<file path="config.mk">
export PLATFORM = sky130hd
export DESIGN_NAME = dbm_bank_ctrl
export DESIGN_NICKNAME = d
export VERILOG_FILES = /design/src/rtl/dbm_pkg.sv /design/src/rtl/dbm_bank_ctrl.sv
export SDC_FILE = /design/constraint.sdc
export NUM_CORES = 1
export LEC_CHECK = 0
export ABC_CLOCK_PERIOD_IN_PS = 2450
export CAP_MARGIN = 25
export CELL_PAD_IN_SITES_DETAIL_PLACEMENT = 1
export CELL_PAD_IN_SITES_GLOBAL_PLACEMENT = 2
export CORE_MARGIN = 3
export CORE_UTILIZATION = 25
export DETAILED_ROUTE_END_ITERATION = 12
export PLACE_DENSITY = 0.78
export SLEW_MARGIN = 20
export SYNTH_ARGS = -nofsm -noshare
export SYNTH_HDL_FRONTEND = slang
export SYNTH_SLANG_ARGS = --single-unit
export TNS_END_PERCENT = 20
</file>
<file path="constraint.sdc">
create_clock -name clk -period 2.45 [get_ports clk]
set_input_delay 0.3675 -clock clk [delete_from_list [all_inputs] [get_ports clk]]
set_output_delay 0.3675 -clock clk [all_outputs]
set_load 0.02 [all_outputs]
</file>
<file path="src/rtl/dbm_pkg.sv">
package dbm_pkg;

    typedef enum logic [1:0] {
        KIND_HIT      = 2'b00,
        KIND_MISS     = 2'b01,
        KIND_CONFLICT = 2'b10
    } dbm_kind_e;

    typedef enum logic [1:0] {
        ST_IDLE = 2'b00,
        ST_WAIT = 2'b01,
        ST_RESP = 2'b10
    } dbm_state_e;

endpackage

</file>
<file path="src/rtl/dbm_bank_ctrl.sv">
module dbm_bank_ctrl
    import dbm_pkg::*;
#(
    parameter int ROW_W   = 15,
    parameter int COL_W   = 2,
    parameter int DATA_W  = 8,
    parameter int IDX_W   = 3,
    parameter int HIT_LAT = 2,
    parameter int ACT_LAT = 3,
    parameter int PRE_LAT = 4
) (
    input  logic                          clk,
    input  logic                          rst_n,
    input  logic                          req_valid,
    output logic                          req_ready,
    input  logic                          req_write,
    input  logic [ROW_W-1:0]              req_row,
    input  logic [COL_W-1:0]              req_col,
    input  logic [DATA_W-1:0]             req_wdata,
    output logic                          rsp_valid,
    output logic [DATA_W-1:0]             rsp_rdata,
    output logic [1:0]                    rsp_kind,
    output logic [IDX_W-1:0]              st_rd_idx,
    input  logic [(DATA_W<<COL_W)-1:0]    st_rd_row,
    output logic                          st_wr_en,
    output logic [IDX_W-1:0]              st_wr_idx,
    output logic [(DATA_W<<COL_W)-1:0]    st_wr_row,
    output logic                          hit_done,
    output logic                          conflict_done
);
    localparam int NCOL     = 1 << COL_W;
    localparam int MISS_LAT = ACT_LAT + HIT_LAT;
    localparam int CONF_LAT = PRE_LAT + ACT_LAT + HIT_LAT;
    localparam int LAT_W    = $clog2(CONF_LAT + 1);
    localparam logic [LAT_W-1:0] HIT_CNT  = LAT_W'(HIT_LAT - 1);
    localparam logic [LAT_W-1:0] MISS_CNT = LAT_W'(MISS_LAT - 1);
    localparam logic [LAT_W-1:0] CONF_CNT = LAT_W'(CONF_LAT - 1);

    typedef logic [NCOL-1:0][DATA_W-1:0] row_t;

    typedef struct packed {
        dbm_state_e        state;
        logic [LAT_W-1:0]  cnt;
        logic              open_vld;
        logic [ROW_W-1:0]  open_row;
        row_t              rbuf;
        logic [DATA_W-1:0] rdata;
        dbm_kind_e         kind;
    } ctrl_t;

    ctrl_t cur_q, nxt_d;
    row_t  act_row;
    logic  accept;

    assign accept    = req_valid && (cur_q.state == ST_IDLE);
    assign st_rd_idx = req_row[IDX_W-1:0];

    always_comb begin
        nxt_d     = cur_q;
        act_row   = cur_q.rbuf;
        st_wr_en  = 1'b0;
        st_wr_idx = cur_q.open_row[IDX_W-1:0];
        st_wr_row = cur_q.rbuf;
        unique case (cur_q.state)
            ST_IDLE: begin
                if (accept) begin
                    if (!cur_q.open_vld) begin
                        // Nothing open: activate only.
                        nxt_d.kind = KIND_MISS;
                        nxt_d.cnt  = MISS_CNT;
                        act_row    = row_t'(st_rd_row);
                    end else if (cur_q.open_row == req_row) begin
                        nxt_d.kind = KIND_HIT;
                        nxt_d.cnt  = HIT_CNT;
                    end else begin
                        // Write the buffer back, then copy the new row in.
                        nxt_d.kind = KIND_CONFLICT;
                        nxt_d.cnt  = CONF_CNT;
                        st_wr_en   = 1'b1;
                        if (cur_q.open_row[IDX_W-1:0] != req_row[IDX_W-1:0]) begin
                            act_row = row_t'(st_rd_row);
                        end
                    end
                    nxt_d.rdata = req_write ? req_wdata : act_row[req_col];
                    if (req_write) begin
                        act_row[req_col] = req_wdata;
                    end
                    nxt_d.rbuf     = act_row;
                    nxt_d.open_vld = 1'b1;
                    nxt_d.open_row = req_row;
                    nxt_d.state    = ST_WAIT;
                end
            end
            ST_WAIT: begin
                if (cur_q.cnt == '0) begin
                    nxt_d.state = ST_RESP;
                end else begin
                    nxt_d.cnt = cur_q.cnt - LAT_W'(1);
                end
            end
            ST_RESP: begin
                nxt_d.state = ST_IDLE;
            end
            default: begin
                nxt_d.state = ST_IDLE;
            end
        endcase
    end

    always_ff @(posedge clk or negedge rst_n) begin
        if (!rst_n) begin
            cur_q <= '0;
        end else begin
            cur_q <= nxt_d;
        end
    end

    assign req_ready     = (cur_q.state == ST_IDLE);
    assign rsp_valid     = (cur_q.state == ST_RESP);
    assign rsp_rdata     = cur_q.rdata;
    assign rsp_kind      = cur_q.kind;
    assign hit_done      = rsp_valid && (cur_q.kind == KIND_HIT);
    assign conflict_done = rsp_valid && (cur_q.kind == KIND_CONFLICT);

    // Independent cycle count since the accepting edge, used only by assertions.
    logic [LAT_W:0] elap_q;
    logic           done_once_q;

    always_ff @(posedge clk or negedge rst_n) begin
        if (!rst_n) begin
            elap_q      <= '0;
            done_once_q <= 1'b0;
        end else begin
            if (req_valid && req_ready) begin
                elap_q <= '0;
            end else if (elap_q != '1) begin
                elap_q <= elap_q + 1'b1;
            end
            if (rsp_valid) begin
                done_once_q <= 1'b1;
            end
        end
    end

    assert_miss_lat_R2: assert property (@(posedge clk) disable iff (!rst_n)
        (rsp_valid && rsp_kind == KIND_MISS) |-> elap_q == (LAT_W+1)'(MISS_LAT));

    assert_miss_first_R2: assert property (@(posedge clk) disable iff (!rst_n)
        (rsp_valid && rsp_kind == KIND_MISS) |-> !done_once_q);

    assert_hit_lat_R3: assert property (@(posedge clk) disable iff (!rst_n)
        (rsp_valid && rsp_kind == KIND_HIT) |-> elap_q == (LAT_W+1)'(HIT_LAT));

    assert_conflict_lat_R4: assert property (@(posedge clk) disable iff (!rst_n)
        (rsp_valid && rsp_kind == KIND_CONFLICT) |-> elap_q == (LAT_W+1)'(CONF_LAT));

    assert_one_outstanding_R6: assert property (@(posedge clk) disable iff (!rst_n)
        (req_valid && req_ready) |=> !req_ready);

    assert_single_pulse_R7: assert property (@(posedge clk) disable iff (!rst_n)
        rsp_valid |=> (!rsp_valid && req_ready));

endmodule

</file>
==> impl_metrics.env, run 1 <==
export IMPL_relSlewSlack_pct=46.32
export IMPL_detailed_place_area_um2=5037
export IMPL_grt_antenna_before_repair=0
export IMPL_drive_above_1_share_pct=13.92
export IMPL_dr_wl_met3_um=751
export IMPL_htree_levels=3
export IMPL_cts_setup_buffers=0
export IMPL_drt_pre_antenna_iters=5
export IMPL_grt_usage_pct=16.46
export IMPL_grt_max_degree=40
export IMPL_grt_pass1_wl_um=21270
export IMPL_synth_edff_count=0
export IMPL_crit_type="in2reg"
export IMPL_yosys_area_share_simple_pct=15.58
export IMPL_drv_slew=0
export IMPL_n_antenna_cell=0
export IMPL_yosys_area_share_adder_pct=0.3219
export IMPL_clkSinkCount=64
export IMPL_synth_mux_area_share_pct=10.20
export IMPL_peakVddDrop_v=0.0004110
export IMPL_clk_pin_slew_worst_paths_ns=0.06
export IMPL_async_flop_share_pct=100.0
export IMPL_setup_slack_ns=0.04783
export IMPL_synth_seq_area_share_pct=41.20
export IMPL_cts_root_buf="clkbuf_16"
export IMPL_leakage_nw=2.252
export IMPL_syn_inst=415
export IMPL_dp_hpwl_um=10340
export IMPL_syn2layout_area_growth_pct=37.46
export IMPL_finalSetupViolCount=0
export IMPL_vias_per_cell=5.071
export IMPL_nNetsFinal=567
export IMPL_synth_distinct_cells=47
export IMPL_fill_cells=1714
export IMPL_syn_area_um2=3887
export IMPL_yosysMostFrequentCell="nand2_1"
export IMPL_rsz0062_at_grt="no"
export IMPL_gr_total_overflow=0
export IMPL_rows=44
export IMPL_core_area_um2=14860
export IMPL_powerDensity_nw_per_um2=1205
export IMPL_route_detailed_drc=0
export IMPL_drtIter0Drc=217
export IMPL_wl_per_cell_um=20.06
export IMPL_top_layer_used="met4"
export IMPL_crit_fanout=16
export IMPL_die_width_um=130.7
export IMPL_cp_required_ns=2.65
export IMPL_end_kind="flip-flop"
export IMPL_cp_arrival_ns=2.60
export IMPL_synth_commonest_cells="83 x nand2_1, 64 x dfrtp_1, 48 x buf_4"
export IMPL_synth_top_family_by_area="compound AO/OA/AOI/OAI gates"
export IMPL_min_path_type="in2async"
export IMPL_fin_crit_sh_pct=98.05
export IMPL_m1WireLength_um=6519
export IMPL_max_cap_violations=0
export IMPL_design_area_um2=5344
export IMPL_routed_wl_um=13920
export IMPL_dr_wl_met2_um=6383
export IMPL_synthTopCellsByArea="dfrtp_1 41%, buf_4 9.3%, nand2_1 8.0%, mux4_1 5.4%, a22oi_1 5.0%"
export IMPL_syn_nets=477
export IMPL_hold_viol=0
export IMPL_grt_pass1_vias=3692
export IMPL_worst_pin_slew_ns=0.8052
export IMPL_syn_area_per_cell_um2=9.367
export IMPL_synth_xor_area_share_pct=3.605
export IMPL_drtAntennaViolNets=0
export IMPL_clock_fmax_ghz=0.4163
export IMPL_status="finished clean"
export IMPL_synth_compound_area_share_pct=16.83
export IMPL_die_area_um2=17080
export IMPL_yosys_area_top_type_share_pct=41.20
export IMPL_yosysTopAreaCell="dfrtp_1"
export IMPL_start_util_pct=26.15
export IMPL_io_pin_count=114
export IMPL_cts_buffer_depth=2
export IMPL_io_buffer_count=113
export IMPL_ys_warn_count=0
export IMPL_fin_crit_ns=2.402
export IMPL_finalClockSkew_ns=0.008197
export IMPL_pre_cts_ws_ns=-0.4147
export IMPL_cp_start_kind="input pin"
export IMPL_place_congestion=0.8048
export IMPL_numCtsBuffers=9
export IMPL_clkLatencyLatePin_ns=0.33
export IMPL_cts_tree="yes"
export IMPL_synth_flop_cell="dfrtp_1"
export IMPL_die_h_um=130.7
export IMPL_via_count=3519
export IMPL_ys_ff_latch=64
-- state kept, by name (all words and copies together) (netlist names) --
name	cells
rsp_kind	2
st_wr_row	32
rsp_rdata	8
cur_q	19
st_wr_idx	3
-- worst paths after layout --
path,slack (ns),startpoint,depth (start not counted),to
max reg2reg,0.13,st_wr_idx[2]$_DFFE_PN0P_,8,rsp_rdata[5]$_DFFE_PN0P_
max,0.05,req_row[2],9,rsp_rdata[5]$_DFFE_PN0P_
min reg2reg,0.50,cur_q[46]$_DFFE_PN0P_,2,cur_q[46]$_DFFE_PN0P_
min,0.03,rst_n,1,st_wr_row[9]$_DFFE_PN0P_
max in group asynchronous,1.64,rst_n,2,st_wr_row[3]$_DFFE_PN0P_
min in group clk,0.48,req_row[0],3,st_wr_idx[0]$_DFFE_PN0P_
-- where the power goes --
| part | switching [W] | internal [W] |
|---|---|---|
| sequential | 0.000417 | 0.00155 |
| combinational | 0.00174 | 0.00149 |
| clock | 0.000475 | 0.000763 |
| total | 0.00263 | 0.00381 |
-- metrics by stage --
stage	TNS (ns)	std cells	hold slack (ns)	util, %	power [W]
6_report	0	694	0.02533	35.95	0.006438
5_1_grt	0	694	0.05828	35.95	0.006881
4_1_cts	0	694	0.04344	35.89	0.006524
3_5_place_dp	-5.446	678	0.4037	33.89	0.005229
3_3_place_gp	-3.976	678	0.3942	33.89	0.005113
2_1_floorplan	0	415	0.07191	-	0.004136
-- worst max-delay path, stage by stage --
cell	delay, ns
clkdlybuf4s50_1	0.51
xnor2_1	0.15
buf_4	0.14
and4_1	0.26
buf_12	0.18
buf_4	0.18
mux2_4	0.31
a221oi_1	0.36
o21ai_1	0.12
-- cell usage in the layout (no fill, tap or decap), types with 2 or more instances in the layout --
master           count
clkdlybuf4s50_1    110
nand2_1             82
dfrtp_1             64
o21ai_0             30
buf_4               30
a22oi_1             26
nor2_1              21
xnor2_1             14
a21oi_1             14
mux2_2               9
clkbuf_16            9
nand2b_1             8
o22ai_1              8
mux4_1               7
o21ai_1              6
inv_1                4
nand4_1              4
nand3_1              4
mux2i_1              4
or3_1                3
nor3_2               3
mux2_4               3
a32oi_1              3
clkbuf_8             3
clkinv_2             3
nor2b_1              2
xnor2_2              2
a22o_1               2
clkinv_1             2
o2111ai_1            2
o211ai_1             2
a211oi_1             2
a221oi_2             2
buf_2                2
-- final cells by class --
cell class | instances | area (um2) | area share [%]
Clock buffer | 13 | 270.3 | 5.057
Multi-Input combinational cell | 280 | 1839 | 34.42
Sequential cell | 64 | 1602 | 29.97
Tap cell | 184 | 230.2 | 4.308
Inverter | 6 | 22.52 | 0.4214
Clock inverter | 3 | 15.01 | 0.2810
Timing Repair Buffer | 144 | 1365 | 25.54
-- logic make-up (layout without fill, tap and decap cells) --
group / after synthesis / in the layout
XOR/XNOR: 16 / 16
multiplexers: 24 / 24
flip-flops: 64 / 64
AND/OR/NAND/NOR: 136 / 136
buffers and inverters: 71 / 166
AO/OA/AOI/OAI: 103 / 103
adder cells (fa/ha/maj): 1 / 1
-- layer usage --
| metal | GRT usage, % | vias up |
|---|---|---|
| met5 | 0 | - |
| met4 | 5.626 | 0 |
| met3 | 2.927 | 22 |
| met2 | 24.56 | 122 |
| met1 | 24.04 | 1764 |
| li1 | - | 1611 |
-- what timing repair did --
action / 4_1_cts / 5_1_grt
gates cloned: 0 / 0
pin swaps: 5 / 0
gates resized for setup: 8 / 3
hold buffers: 0 / 0
endpoints found under the setup margin: 1 / 3
Power figures use the tool's default switching activity.
==> inputs of run 2 (changes only) <==
--- a/config.mk
+++ b/config.mk
@@ -12,6 +12,7 @@
 export CORE_MARGIN = 3
 export CORE_UTILIZATION = 25
 export DETAILED_ROUTE_END_ITERATION = 12
+export GPL_TIMING_DRIVEN = 0
 export PLACE_DENSITY = 0.78
 export SLEW_MARGIN = 20
 export SYNTH_ARGS = -nofsm -noshare
==> run 2 against run 1 <==
Against the previous run:
- the run now ends with hold timing left
- largest power group unchanged
- non-clock buffer count grew 33
- critical path type unchanged
- sequential share of layout area shrank 1.2 points
- clock skew shrank 0.0047 ns
- critical path depth shrank 1
- flip-flop and latch count is the same
==> impl_metrics.env, run 2 (synthesized netlist as in run 1, its figures left out) <==
export IMPL_status="complete, but fails checks"
export IMPL_violations="hold timing"
export IMPL_p_comb_share_pct=53.8
export IMPL_grt_antenna_before_repair=0
export IMPL_clkSinkCount=64
export IMPL_utilization_pct=37.42
export IMPL_place_congestion=0.8214
export IMPL_m1WireLength_um=6378
export IMPL_detailed_place_area_um2=5246
export IMPL_total_power_w=0.006823
export IMPL_core_area_um2=14860
export IMPL_start_util_pct=26.15
export IMPL_end_kind="flip-flop"
export IMPL_hold_viol=4
export IMPL_fin_crit_sh_pct=97.33
export IMPL_cts_root_buf="clkbuf_16"
export IMPL_worst_pin_slew_ns=0.7961
export IMPL_seq_power_share_pct=28.6
export IMPL_gr_total_overflow=0
export IMPL_drive_above_1_share_pct=17.01
export IMPL_mostFrequentLayoutCells="108 x clkdlybuf4s50_1, 83 x nand2_1, 64 x dfrtp_1, 49 x buf_4, 30 x o21ai_0"
export IMPL_timing_hold_ws_ns=-0.008611
export IMPL_drtAntennaViolNets=0
export IMPL_syn2layout_area_growth_pct=43.06
export IMPL_postCtsHoldBufs=0
export IMPL_fin_setup_tns_ns=0
export IMPL_die_area_um2=17080
export IMPL_crit_type="in2reg"
export IMPL_routed_wl_um=14100
export IMPL_design_area_um2=5562
export IMPL_cp_start_kind="input pin"
export IMPL_largest_reg_flops=32
export IMPL_layout_commonest_cell="clkdlybuf4s50_1"
export IMPL_clock_fmax_ghz=0.4194
export IMPL_max_cap_violations=0
export IMPL_vias_per_cell=5.001
export IMPL_p_clk_share_pct=17.6
export IMPL_die_width_um=130.7
export IMPL_grt_usage_pct=16.64
export IMPL_route_detailed_drc=0
export IMPL_dr_wl_met2_um=6572
export IMPL_cp_required_ns=2.65
export IMPL_min_path_type="in2async"
export IMPL_finalSetupViolCount=0
export IMPL_dp_hpwl_um=10710
export IMPL_htree_levels=3
export IMPL_rows=44
export IMPL_drt_pre_antenna_iters=4
export IMPL_cts_buffer_depth=2
export IMPL_crit_fanout=10
export IMPL_io_pin_count=114
export IMPL_powerDensity_nw_per_um2=1227
export IMPL_relSlewSlack_pct=46.57
export IMPL_nNetsFinal=600
export IMPL_numCtsBuffers=9
export IMPL_top_layer_used="met4"
export IMPL_switching_share_pct=39.58
export IMPL_cts_setup_buffers=0
export IMPL_clk_pin_slew_worst_paths_ns=0.05
export IMPL_rsz0062_at_grt="yes"
export IMPL_finalClockSkew_ns=0.003527
export IMPL_leakage_nw=2.388
export IMPL_die_h_um=130.7
export IMPL_cts_tree="yes"
export IMPL_drv_slew=0
export IMPL_cp_arrival_ns=2.58
export IMPL_io_buffer_count=111
export IMPL_via_count=3626
export IMPL_wl_per_cell_um=19.45
export IMPL_grt_pass1_vias=3832
export IMPL_fin_crit_ns=2.385
export IMPL_peakVddDrop_v=0.0004993
export IMPL_grt_max_degree=35
export IMPL_dr_wl_met3_um=995
export IMPL_internal_power_w=0.004122
export IMPL_clkLatencyLatePin_ns=0.33
export IMPL_drtIter0Drc=229
export IMPL_grt_pass1_wl_um=21650
export IMPL_p_switching_w=0.002701
export IMPL_n_antenna_cell=0
-- run 2: cell types whose count changed in the layout (fill, tap and decap cells not counted), moves of 2 or more --
cell             delta
clkbuf_1            +9
clkinv_2            -3
buf_4              +19
clkdlybuf4s50_1     -2
clkbuf_2            +2
buf_6               +2
buf_1               +2
-- run 2: final cells by class --
type | count | area [um2]
buffer | 65 | 455.4
clock buffer | 14 | 274.0
fill | 1721 | 9303
inverter | 6 | 22.52
multi-input combinational | 280 | 1852
sequential | 64 | 1602
tap | 184 | 230.2
timing repair buffer | 112 | 1126
-- run 2: power by group through the flow --
stage | combinational (W) | sequential (W) | clock [W]
after detailed placement | 0.00368 | 0.00196 | 0
after floorplan | 0.00231 | 0.00183 | 0
after global routing | 0.00399 | 0.00203 | 0.00128
after CTS | 0.00372 | 0.00196 | 0.00123
after global placement | 0.00358 | 0.00194 | 0
final | 0.00367 | 0.00195 | 0.00120
-- run 2: path summary, 6_finish.rpt --
check,from,endpoint,slack [ns],cells past startpoint
worst max-delay path,req_row[1],rsp_rdata[5]$_DFFE_PN0P_,0.07,8
worst min-delay path,rst_n,st_wr_row[9]$_DFFE_PN0P_,-0.009,1
worst max register to register,st_wr_idx[1]$_DFFE_PN0P_,rsp_rdata[5]$_DFFE_PN0P_,0.20,7
worst min register to register,cur_q[54]$_DFFE_PN0P_,cur_q[54]$_DFFE_PN0P_,0.50,2
max in group asynchronous,rst_n,st_wr_row[20]$_DFFE_PN0P_,1.91,2
min in group clk,req_row[14],cur_q[56]$_DFFE_PN0P_,0.31,3
-- run 2: what timing repair did --
action                     in CTS  in global routing
setup endpoints to repair       9                  3
pin swaps                       0                  1
gates resized for setup         7                  5
hold endpoints to repair        0                  0
-- run 2: per-layer routing --
layer	vias up	global-route usage [%]
met4	0	4.053
met5	-	0
li1	1678	-
met2	128	26.03
met3	10	2.886
met1	1810	24.01
-- run 2: per-stage QoR --
step / hold WS [ns] / std cells / worst slack [ns]
4_1_cts: 0.01280 / 725 / -0.1000
5_1_grt: 0.02507 / 725 / -0.01734
6_report: -0.008611 / 725 / 0.06541
3_3_place_gp: 0.4794 / 710 / -1.333
3_5_place_dp: 0.3635 / 711 / -0.4592
2_1_floorplan: 0.07191 / 415 / 0.5596
-- run 2: worst max-delay path, stage by stage --
cell and delay, ns:
clkdlybuf4s50_1 0.47, xnor2_1 0.26, and4_1 0.27, buf_6 0.21, buf_8 0.18, mux2_4 0.31
a221oi_1 0.38, o21ai_1 0.13
==> inputs of run 3 (changes only) <==
--- a/config.mk
+++ b/config.mk
@@ -11,8 +11,10 @@
 export CELL_PAD_IN_SITES_GLOBAL_PLACEMENT = 2
 export CORE_MARGIN = 3
 export CORE_UTILIZATION = 25
+export CTS_CLUSTER_SIZE = 8
 export DETAILED_ROUTE_END_ITERATION = 12
 export GPL_TIMING_DRIVEN = 0
+export MAX_ROUTING_LAYER = met4
 export PLACE_DENSITY = 0.78
 export SLEW_MARGIN = 20
 export SYNTH_ARGS = -nofsm -noshare
==> run 3 against run 2 <==
Against the previous run:
- die area did not move
- largest cell class unchanged
- largest power group unchanged
- combinational power is essentially flat
- utilization did not move
- global-route usage grew 0.48 points
- clock power barely moved
- highest routed layer unchanged
- register-to-register slack about the same
- critical path depth unchanged
- the run still ends with hold timing left
- power hardly changed
- design area unchanged
==> impl_metrics.env, run 3 (synthesized netlist as in run 1, its figures left out) <==
export IMPL_drv_slew=0
export IMPL_cts_root_buf="clkbuf_16"
export IMPL_clkLatencyLatePin_ns=0.33
export IMPL_die_width_um=130.7
export IMPL_grt_pass1_wl_um=21670
export IMPL_place_congestion=0.8338
export IMPL_dp_hpwl_um=10710
export IMPL_die_h_um=130.7
export IMPL_hold_viol=3
export IMPL_grt_pass1_vias=3831
export IMPL_core_area_um2=14860
export IMPL_layout_commonest_cell="clkdlybuf4s50_1"
export IMPL_grt_antenna_before_repair=0
export IMPL_status="complete, but fails checks"
export IMPL_grt_max_degree=35
export IMPL_drtAntennaViolNets=0
export IMPL_rows=44
export IMPL_end_kind="flip-flop"
export IMPL_io_buffer_count=111
export IMPL_crit_fanout=10
export IMPL_fin_crit_sh_pct=97.85
export IMPL_fin_crit_ns=2.397
export IMPL_finalSetupViolCount=0
export IMPL_io_pin_count=114
export IMPL_grt_usage_pct=17.12
export IMPL_rsz0062_at_grt="yes"
export IMPL_total_power_w=0.006827
export IMPL_drt_pre_antenna_iters=7
export IMPL_routed_wl_um=14170
export IMPL_cts_buffer_depth=2
export IMPL_min_path_type="in2async"
export IMPL_route_detailed_drc=0
export IMPL_cp_start_kind="input pin"
export IMPL_pre_cts_ws_ns=-0.4592
export IMPL_nNetsFinal=600
export IMPL_clkSinkCount=64
export IMPL_vias_per_cell=5.030
export IMPL_mostFrequentLayoutCells="108 x clkdlybuf4s50_1, 83 x nand2_1, 64 x dfrtp_1, 49 x buf_4, 30 x o21ai_0"
export IMPL_die_area_um2=17080
export IMPL_start_util_pct=26.15
export IMPL_finalClockSkew_ns=0.004349
export IMPL_setup_slack_ns=0.05274
export IMPL_cp_required_ns=2.65
export IMPL_wl_per_cell_um=19.54
export IMPL_worst_pin_slew_ns=0.7852
export IMPL_gr_total_overflow=0
export IMPL_utilization_pct=37.42
export IMPL_cts_setup_buffers=0
export IMPL_powerDensity_nw_per_um2=1227
export IMPL_clk_pin_slew_worst_paths_ns=0.05
export IMPL_timing_hold_ws_ns=-0.007189
export IMPL_via_count=3647
export IMPL_max_cap_violations=0
export IMPL_n_antenna_cell=0
export IMPL_violations="hold timing"
export IMPL_cts_tree="yes"
export IMPL_clock_fmax_ghz=0.4171
export IMPL_peakVddDrop_v=0.0004997
export IMPL_leakage_nw=2.388
export IMPL_drive_above_1_share_pct=17.01
export IMPL_syn2layout_area_growth_pct=43.06
export IMPL_largest_reg_flops=32
export IMPL_relSlewSlack_pct=47.37
export IMPL_htree_levels=3
export IMPL_fin_setup_tns_ns=0
export IMPL_cp_arrival_ns=2.59
export IMPL_numCtsBuffers=9
export IMPL_crit_type="in2reg"
export IMPL_drtIter0Drc=238
-- run 3: what timing repair did --
| action | CTS | global route |
|---|---|---|
| gates resized for setup | 7 | 5 |
| endpoints found under the setup margin | 9 | 3 |
| hold buffers | 0 | 0 |
| pin swaps | 0 | 1 |
-- run 3: area by class of cell --
| class | count | area, um2 |
|---|---|---|
| multi-input cells | 280 | 1852 |
| flip-flops and latches | 64 | 1602 |
| inverters | 6 | 22.52 |
| well taps | 184 | 230.2 |
| clock buffers | 14 | 274.0 |
| repair buffers | 112 | 1126 |
| plain buffers | 65 | 455.4 |
| fillers | 1721 | 9303 |
-- run 3: per-stage QoR --
| stage | cell area [um2] | instances |
|---|---|---|
| floorplan | 3887 | 415 |
| global placement | 5229 | 710 |
| detailed placement | 5246 | 711 |
| CTS | 5550 | 725 |
| global route | 5562 | 725 |
| finish | 5562 | 725 |
-- run 3: critical path, stage by stage --
cell,delay (ns)
clkdlybuf4s50_1,0.47
xnor2_1,0.26
and4_1,0.27
buf_6,0.21
buf_8,0.18
mux2_4,0.31
a221oi_1,0.39
o21ai_1,0.13
-- run 3: worst paths after layout --
kind | start | endpoint | slack, ns | cells past startpoint
worst max-delay path | req_row[1] | rsp_rdata[5]$_DFFE_PN0P_ | 0.05 | 8
worst min-delay path | rst_n | st_wr_row[9]$_DFFE_PN0P_ | -0.007 | 1
worst max register to register | st_wr_idx[1]$_DFFE_PN0P_ | rsp_rdata[5]$_DFFE_PN0P_ | 0.19 | 7
worst min register to register | cur_q[54]$_DFFE_PN0P_ | cur_q[54]$_DFFE_PN0P_ | 0.50 | 2
max in group asynchronous | rst_n | st_wr_row[20]$_DFFE_PN0P_ | 1.90 | 2
min in group clk | req_row[14] | cur_q[56]$_DFFE_PN0P_ | 0.31 | 3
-- run 3: report_power, final --
group          switching [W]  internal [W]
logic                0.00186       0.00181
registers           0.000398       0.00155
clock network       0.000444      0.000757
total                0.00270       0.00412
-- run 3: routing by layer --
| layer | up-vias | global-route usage [%] | share of wire (%) |
|---|---|---|---|
| li1 | 1678 | - | - |
| met1 | 1825 | 24.21 | 46 |
| met2 | 133 | 25.94 | 47 |
| met3 | 11 | 2.561 | 5.9 |
| met4 | 0 | 4.114 | 1.2 |
| met5 | - | - | 0 |
